### src/rtl/sho_pkg.sv
package sho_pkg;
  localparam int unsigned WORD_W = 32;
  localparam int unsigned SHAMT_W = $clog2(WORD_W);
  localparam int unsigned RSBYTE_W = 8;
  localparam int unsigned IMM_W = 8;
  localparam int unsigned ROTF_W = 4;

  typedef enum logic [1:0] {
    SK_LSL = 2'b00,
    SK_LSR = 2'b01,
    SK_ASR = 2'b10,
    SK_ROR = 2'b11
  } shift_kind_e;

  typedef struct packed {
    logic               is_zero;
    logic               at_width;
    logic               past_width;
    logic [SHAMT_W-1:0] low;
  } amt_info_t;
endpackage

### src/rtl/sho_imm_rot.sv
module sho_imm_rot
  import sho_pkg::*;
#(
  parameter int unsigned W    = WORD_W,
  parameter int unsigned IW   = IMM_W,
  parameter int unsigned RW   = ROTF_W,
  localparam int unsigned AW  = RW + 1
) (
  input  logic [IW-1:0] imm_byte,
  input  logic [RW-1:0] rot_half,
  input  logic          c_in,
  output logic [W-1:0]  rot_res,
  output logic          rot_c
);
  logic [AW-1:0]  rot_amt;
  logic [W-1:0]   base;
  logic [2*W-1:0] doubled;
  logic [2*W-1:0] moved;

  assign rot_amt = {rot_half, 1'b0};
  assign base    = {{(W-IW){1'b0}}, imm_byte};
  assign doubled = {base, base};
  assign moved   = doubled >> rot_amt;
  assign rot_res = moved[W-1:0];
  assign rot_c   = (rot_amt == '0) ? c_in : moved[W-1];
endmodule

### src/rtl/sho_amount_sel.sv
module sho_amount_sel
  import sho_pkg::*;
#(
  parameter int unsigned W    = WORD_W,
  parameter int unsigned BW   = RSBYTE_W,
  localparam int unsigned SW  = $clog2(W)
) (
  input  logic          by_reg,
  input  logic [SW-1:0] const_amt,
  input  logic [BW-1:0] reg_amt,
  output amt_info_t     info
);
  logic [BW-1:0] raw;

  assign raw             = by_reg ? reg_amt : {{(BW-SW){1'b0}}, const_amt};
  assign info.is_zero    = (raw == '0);
  assign info.at_width   = (raw == BW'(W));
  assign info.past_width = (raw > BW'(W));
  assign info.low        = raw[SW-1:0];
endmodule

### src/rtl/sho_barrel.sv
module sho_barrel
  import sho_pkg::*;
#(
  parameter int unsigned W    = WORD_W,
  localparam int unsigned SW  = $clog2(W)
) (
  input  logic [W-1:0]  src,
  input  shift_kind_e   kind,
  input  logic [SW-1:0] amt,
  output logic [W-1:0]  res,
  output logic          res_c
);
  logic [W:0]   lft [0:SW];
  logic [W:0]   rgt [0:SW];
  logic [W-1:0] rot [0:SW];
  logic         fill;

  assign fill   = (kind == SK_ASR) & src[W-1];
  assign lft[0] = {1'b0, src};
  assign rgt[0] = {src, 1'b0};
  assign rot[0] = src;

  for (genvar g = 0; g < SW; g++) begin : g_stage
    localparam int unsigned D = 1 << g;
    assign lft[g+1] = amt[g] ? {lft[g][W-D:0], {D{1'b0}}} : lft[g];
    assign rgt[g+1] = amt[g] ? {{D{fill}}, rgt[g][W:D]}   : rgt[g];
    assign rot[g+1] = amt[g] ? {rot[g][D-1:0], rot[g][W-1:D]} : rot[g];
  end

  always_comb begin
    unique case (kind)
      SK_LSL: begin
        res   = lft[SW][W-1:0];
        res_c = lft[SW][W];
      end
      SK_ROR: begin
        res   = rot[SW];
        res_c = rot[SW][W-1];
      end
      default: begin
        res   = rgt[SW][W:1];
        res_c = rgt[SW][0];
      end
    endcase
  end
endmodule

### src/rtl/opnd_shifter.sv
module opnd_shifter
  import sho_pkg::*;
#(
  parameter int unsigned W    = WORD_W,
  parameter int unsigned BW   = RSBYTE_W,
  localparam int unsigned SW  = $clog2(W)
) (
  input  logic [31:0]   instr_word,
  input  logic [W-1:0]  rm_val,
  input  logic [BW-1:0] rs_low,
  input  logic          carry_in,
  output logic [W-1:0]  operand_out,
  output logic          carry_out
);
  logic        imm_form;
  logic        by_reg;
  shift_kind_e kind;
  amt_info_t   info;
  logic [W-1:0] imm_res, bar_res, sign_fill;
  logic         imm_c, bar_c;

  assign imm_form  = instr_word[25];
  assign by_reg    = instr_word[4];
  assign kind      = shift_kind_e'(instr_word[6:5]);
  assign sign_fill = {W{rm_val[W-1]}};

  sho_imm_rot #(.W(W)) u_imm (
    .imm_byte (instr_word[7:0]),
    .rot_half (instr_word[11:8]),
    .c_in     (carry_in),
    .rot_res  (imm_res),
    .rot_c    (imm_c)
  );

  sho_amount_sel #(.W(W), .BW(BW)) u_amt (
    .by_reg    (by_reg),
    .const_amt (instr_word[7+SW-1:7]),
    .reg_amt   (rs_low),
    .info      (info)
  );

  sho_barrel #(.W(W)) u_bar (
    .src   (rm_val),
    .kind  (kind),
    .amt   (info.low),
    .res   (bar_res),
    .res_c (bar_c)
  );

  always_comb begin
    operand_out = bar_res;
    carry_out   = bar_c;
    if (imm_form) begin
      operand_out = imm_res;
      carry_out   = imm_c;
    end else if (info.is_zero) begin
      operand_out = rm_val;
      carry_out   = carry_in;
      if (!by_reg) begin
        unique case (kind)
          SK_LSR: begin operand_out = '0;        carry_out = rm_val[W-1]; end
          SK_ASR: begin operand_out = sign_fill; carry_out = rm_val[W-1]; end
          SK_ROR: begin operand_out = {carry_in, rm_val[W-1:1]}; carry_out = rm_val[0]; end
          default: ;
        endcase
      end
    end else if (info.at_width || info.past_width) begin
      unique case (kind)
        SK_LSL: begin operand_out = '0; carry_out = info.at_width & rm_val[0];   end
        SK_LSR: begin operand_out = '0; carry_out = info.at_width & rm_val[W-1]; end
        SK_ASR: begin operand_out = sign_fill; carry_out = rm_val[W-1]; end
        default: begin
          if (info.low == '0) begin
            operand_out = rm_val;
            carry_out   = rm_val[W-1];
          end
        end
      endcase
    end
  end
endmodule

### config.mk
export PLATFORM = sky130hd
export DESIGN_NAME = opnd_shifter
export DESIGN_NICKNAME = d
export VERILOG_FILES = /design/src/rtl/sho_pkg.sv /design/src/rtl/sho_imm_rot.sv /design/src/rtl/sho_amount_sel.sv /design/src/rtl/sho_barrel.sv /design/src/rtl/opnd_shifter.sv
export SDC_FILE = /design/constraint.sdc
export NUM_CORES = 1
export LEC_CHECK = 0
export ABC_AREA = 0
export BUFFER_PORTS_ARGS = -buffer_cell sky130_fd_sc_hd__buf_2
export CAP_MARGIN = 15
export CORE_UTILIZATION = 55
export DETAILED_ROUTE_END_ITERATION = 12
export PLACE_DENSITY = 0.8
export SETUP_SLACK_MARGIN = 0.3
export SLEW_MARGIN = 5
export SYNTH_ARGS = -nofsm -noshare
export SYNTH_HDL_FRONTEND = slang
export SYNTH_SLANG_ARGS = --single-unit
### constraint.sdc
create_clock -name vclk -period 2.25
set_clock_uncertainty 0.1 [all_clocks]
set_input_delay 0 -clock vclk [all_inputs]
set_output_delay 0 -clock vclk [all_outputs]
set_load 0.1 [all_outputs]
==> summary.json, run 1 <==
{
  "outcome": {
    "status": "aborted with a tool error",
    "stop_stage": "clock tree synthesis",
    "error_message": "[ERROR DPL-0038] Utilization greater than 100%, impossible to legalize"
  },
  "logic_synthesis": {
    "yosys_warnings": 0,
    "synth_seq_area_share": 0,
    "synth_area_per_cell_um2": 7.30,
    "post_synth_num_cell_types": 72,
    "synth_top_area_share": 0.195,
    "mappedNetlistNets": 1060,
    "synth.largest_area_cell": "sky130_fd_sc_hd__mux4_2",
    "syn-instance-count": 982,
    "synth.cell_area_um2": 7170,
    "synthTopCellsByArea": "sky130_fd_sc_hd__mux4_2 (19%), sky130_fd_sc_hd__mux2i_1 (15%), sky130_fd_sc_hd__nand2_1 (6.3%)"
  },
  "placement": {
    "place.detailed.hpwl_um": 35500,
    "post-place-cells": 1505,
    "io_buffers": 87,
    "gpl_wtd_cong": 1.31
  },
  "floorplan": {
    "std_cell_rows": 41,
    "die-width_um": 116,
    "fp.dieH_um": 116,
    "starting_density": 0.566,
    "number_of_primary_i_o_pins": 106
  },
  "cts": {
    "post-cts-setup-buffer-count": 39,
    "cts.repair.resized": 289,
    "cts_hold_repair.buffers": 0
  }
}
-- stage by stage --
step	setup TNS, ns	area, µm²	util	setup WS, ns
2_1_floorplan	-6.99	7750	-	-0.707
3_3_place_gp	-22.93	11000	0.868	-1.03
3_5_place_dp	-25.67	11000	0.868	-1.14
-- Yosys cell counts (4+ instances only) --
master                      instances
sky130_fd_sc_hd__a21oi_1           83
sky130_fd_sc_hd__nor4_1            10
sky130_fd_sc_hd__nand3_1           26
sky130_fd_sc_hd__ha_1               5
sky130_fd_sc_hd__a21o_1             7
sky130_fd_sc_hd__a22oi_1            6
sky130_fd_sc_hd__inv_1              9
sky130_fd_sc_hd__clkbuf_1          89
sky130_fd_sc_hd__or4_1              5
sky130_fd_sc_hd__o21ai_0           61
sky130_fd_sc_hd__o2111ai_1          9
sky130_fd_sc_hd__or2_2              4
sky130_fd_sc_hd__buf_6              5
sky130_fd_sc_hd__a211oi_1          26
sky130_fd_sc_hd__nand4_1            4
sky130_fd_sc_hd__o21ai_1           16
sky130_fd_sc_hd__nand2_1          121
sky130_fd_sc_hd__a211o_1           11
sky130_fd_sc_hd__and2_1             9
sky130_fd_sc_hd__mux4_2            62
sky130_fd_sc_hd__nand3b_1           5
sky130_fd_sc_hd__nor3_1            24
sky130_fd_sc_hd__buf_2             15
sky130_fd_sc_hd__o32ai_1            4
sky130_fd_sc_hd__a2111oi_0          7
sky130_fd_sc_hd__o22ai_1           21
sky130_fd_sc_hd__o21a_1             5
sky130_fd_sc_hd__buf_1              9
sky130_fd_sc_hd__mux2_2            17
sky130_fd_sc_hd__a221oi_1           9
sky130_fd_sc_hd__mux2i_1          109
sky130_fd_sc_hd__and3_1             5
sky130_fd_sc_hd__o31ai_1            7
sky130_fd_sc_hd__o221ai_1          10
sky130_fd_sc_hd__a221o_1            6
sky130_fd_sc_hd__buf_4              8
sky130_fd_sc_hd__o211ai_1          14
sky130_fd_sc_hd__or3_1              8
sky130_fd_sc_hd__nor2_1            67
sky130_fd_sc_hd__a31oi_1            9
-- kinds of logic after synthesis --
group	count (synthesis)	share of synthesized area
buffers and inverters	136	0.0834
AND/OR/NAND/NOR	301	0.194
adder cells (fa/ha/maj)	5	0.00873
multiplexers	197	0.395
AO/OA/AOI/OAI	343	0.319
==> inputs of run 2 (changes only) <==
--- a/config.mk
+++ b/config.mk
@@ -8,10 +8,9 @@
 export ABC_AREA = 0
 export BUFFER_PORTS_ARGS = -buffer_cell sky130_fd_sc_hd__buf_2
 export CAP_MARGIN = 15
-export CORE_UTILIZATION = 55
+export CORE_UTILIZATION = 40
 export DETAILED_ROUTE_END_ITERATION = 12
-export PLACE_DENSITY = 0.8
-export SETUP_SLACK_MARGIN = 0.3
+export PLACE_DENSITY_LB_ADDON = 0.15
 export SLEW_MARGIN = 5
 export SYNTH_ARGS = -nofsm -noshare
 export SYNTH_HDL_FRONTEND = slang
==> constraint.sdc (replaced) <==
create_clock -name vclk -period 2.9
set_clock_uncertainty 0.1 [all_clocks]
set_input_delay 0 -clock vclk [all_inputs]
set_output_delay 0 -clock vclk [all_outputs]
set_load 0.1 [all_outputs]
==> run 2 against run 1 <==
The run now ends clean. Synthesized cell count did not move. Synthesized area stayed put.
==> summary.json, run 2 <==
{
  "worst_setup_path": {
    "critical-path-max-stage-delay_ns": 0.45,
    "worst_setup_path_start_kind": "input port",
    "criticalPathCategory": "in -> out",
    "crit_slowest_cell": "sky130_fd_sc_hd__mux4_2",
    "critPathMostFrequentCell": "sky130_fd_sc_hd__buf_4",
    "worstPathMaxFanout": 10,
    "worst_ep_arrival_time_ns": 2.78,
    "critPathRequiredTime_ns": 2.80,
    "crit_path_cell_trace": "buf_2 > mux2_4 > buf_4 > mux4_2 > mux2i_1 > buf_4 > mux2i_1 > mux2_2 > a2111oi_4 > buf_4 > o41ai_4 > buf_6",
    "setup.worst_path.end_class": "primary output"
  },
  "floorplan": {
    "std_cell_rows": {"value": 48, "change": "+17%"},
    "number_of_primary_i_o_pins": {"value": 106, "change": "unchanged"},
    "die-width": {"value": 136, "unit": "µm", "change": "+17%"},
    "die_area_um2": 18500,
    "placeableCoreArea_um2": 17400,
    "fp.dieH": {"value": 136, "unit": "µm", "change": "+17%"},
    "starting_density": {"value": 0.411, "change": "-0.154"}
  },
  "worst_hold_path": {
    "holdPathEnd": "operand_out[31]",
    "hold-path-cell-count": 5,
    "hp-class": "in -> out",
    "min_from": "carry_in"
  },
  "grt": {
    "global_route_wire_length_before_repair_um": 61700,
    "total_routing_usage_gr": 0.458,
    "grt.overflow.total": 0,
    "maximum_number_of_pins_on_one_net_before_global_route_repair": 38,
    "grt_pass1_vias": 9424,
    "number_of_antenna_violations_at_the_first_check_in_global_routing": 0
  },
  "logic_synthesis": {
    "synth.mux.area_fraction": {"value": 0.395, "change": "unchanged"},
    "post_synth_and_or_nand_nor_area_fraction": {"value": 0.194, "change": "unchanged"},
    "synth_area_per_cell": {"value": 7.30, "unit": "µm²", "change": "unchanged"},
    "yosys_warnings": {"value": 0, "change": "unchanged"},
    "post_synth_xor_area_fraction": {"value": 0, "change": "unchanged"},
    "synth.largest_area_cell": "sky130_fd_sc_hd__mux4_2",
    "syn-instance-count": {"value": 982, "change": "unchanged"},
    "synthTopCellsByArea": "sky130_fd_sc_hd__mux4_2 (19%), sky130_fd_sc_hd__mux2i_1 (15%), sky130_fd_sc_hd__nand2_1 (6.3%)",
    "cell_with_the_most_instances_after_synthesis": "sky130_fd_sc_hd__nand2_1",
    "synth.cell_area": {"value": 7170, "unit": "µm²", "change": "unchanged"},
    "mappedNetlistNets": {"value": 1060, "change": "unchanged"},
    "main_combinational_cell_family_by_area_after_synthesis": "multiplexers",
    "adder_cell_area_share_of_the_yosys_netlist": {"value": 0.00873, "change": "unchanged"},
    "synth_top_area_share": {"value": 0.195, "change": "unchanged"},
    "synth_common_cells": "sky130_fd_sc_hd__nand2_1 (121), sky130_fd_sc_hd__mux2i_1 (109), sky130_fd_sc_hd__clkbuf_1 (89)",
    "synth_compound_gate_area_share": {"value": 0.319, "change": "unchanged"},
    "post_synth_num_cell_types": {"value": 72, "change": "unchanged"},
    "synth_seq_area_share": {"value": 0, "change": "unchanged"}
  },
  "finish": {
    "nFillCells": 1596,
    "nNetsFinal": 1313,
    "multiInputGateArea_um2": 7020,
    "fin_area_um2": 10600,
    "layout.cells.most_common": "sky130_fd_sc_hd__buf_4",
    "final-seq-area_um2": 0,
    "layout_common_cells": "sky130_fd_sc_hd__buf_4 (270), sky130_fd_sc_hd__nand2_1 (120), sky130_fd_sc_hd__mux2i_1 (94), sky130_fd_sc_hd__a21oi_1 (80), sky130_fd_sc_hd__nor2_1 (66)",
    "diodes": 0,
    "n_clock_buffer": 0,
    "numSequentialCells": 0,
    "finalNonFillerCells": 1458,
    "drive_above_1_share": 0.427,
    "area.growth.synth_to_final_pct": 47.6
  },
  "pwr": {
    "power.internal_mw": 1.40,
    "worst_ir_drop_vdd_mv": 0.209,
    "power.static_leakage_nw": 4.38,
    "netSwitchingFraction": 0.587,
    "power_frac_seq": 0,
    "pwr-share-clk": 0,
    "p_per_area_nw_per_um2": 320,
    "switchingPower_mw": 1.99,
    "comb_power_share": 1.000
  },
  "job": {
    "drv_cap": 0
  },
  "placement": {
    "post-place-cells": {"value": 1425, "change": "-5.3%"},
    "gpl_wtd_cong": {"value": 1.10, "change": "-15%"},
    "io_buffers": {"value": 87, "change": "unchanged"},
    "place.detailed.hpwl": {"value": 33500, "unit": "µm", "change": "-5.8%"},
    "placed_cell_area": {"value": 9940, "unit": "µm²", "change": "-9.6%"}
  },
  "timing": {
    "timing_worst_slew_pin_value_ns": 0.844,
    "final-setup-viol-count": 0,
    "slew-limit-headroom": 0.431,
    "timing.final.crit_period_ns": 2.88,
    "timing_hold_violations_final": 0,
    "achievable-frequency_ghz": 0.347,
    "final.period_utilization": 0.995,
    "drv_slew": 0
  },
  "routing": {
    "route.detailed.drc": 0,
    "drt_first_pass_iters": 7,
    "post_drt_wl_per_cell_um": 29.5,
    "route.vias.total": 10378,
    "wirelength_um": 43000,
    "drt_first_iter_violations": 1488,
    "vias_per_cell": 7.12,
    "route.antenna.remaining_nets": 0
  },
  "outcome": {
    "status": "finished clean"
  }
}
## run 2: cell counts after synthesis
No cell type changed its count.
## run 2: per-stage QoR
step	power, mW	util	TNS [ns]	hold WS (ns)	setup WS, ns
final	3.39	0.608	0	0.555	0.0159
after CTS	3.18	0.589	-0.0152	0.554	-0.0152
after global placement	3.07	0.571	-1.37	0.539	-0.414
after global routing	3.47	0.608	-0.0143	0.568	-0.0104
after detailed placement	3.07	0.571	-1.70	0.550	-0.411
after floorplan	1.75	-	-0.112	0.390	-0.0633
## run 2: logic make-up (layout without fill, tap and decap cells)
family	Yosys count	in the layout
compound gates	343	343
simple gates	301	301
fa+ha+maj	5	5
mux	197	199
buf+inv	136	385
## run 2: power groups by stage
stage | combinational [mW] | clock, mW | sequential (mW)
detailed placement | 3.07 | 0 | 0
global route | 3.47 | 0 | 0
global placement | 3.07 | 0 | 0
CTS | 3.18 | 0 | 0
finish | 3.39 | 0 | 0
floorplan | 1.75 | 0 | 0
## run 2: cell type report
class	instances	share of cell area
inverter	9	0.00319
multi-input combinational	848	0.663
tap	225	0.0266
timing repair buffer	376	0.307
## run 2: worst max-delay path: cells and delay by family
kind	cells	cell delay, ns
multiplexers	5	1.44
buffers and inverters	5	0.88
AO/OA/AOI/OAI	2	0.46
## run 2: how the worst max path moves through the flow
stage | startpoint | to | slack (ns) | cells after the start
after CTS | instr_word[4] | operand_out[10] | -0.02 | 14
after global placement | instr_word[4] | operand_out[10] | -0.41 | 13
after detailed placement | instr_word[4] | operand_out[10] | -0.41 | 13
after floorplan | instr_word[4] | operand_out[7] | -0.06 | 9
final | instr_word[7] | operand_out[19] | 0.02 | 12
after global routing | instr_word[4] | operand_out[15] | -0.01 | 15
## run 2: what timing repair did
action	in CTS	in global routing
pin swaps	4	13
endpoints found under the setup margin	14	29
hold buffers	0	0
cloned	3	1
resized for setup	38	35
buffers inserted	14	15
## run 2: routing by layer
layer / track usage / routed length, µm
met3: 0.103 / 5840
met1: 0.638 / 16600
met2: 0.664 / 17800
met5: 0.0250 / 54
met4: 0.213 / 2710
(Power assumes the default switching activity.)
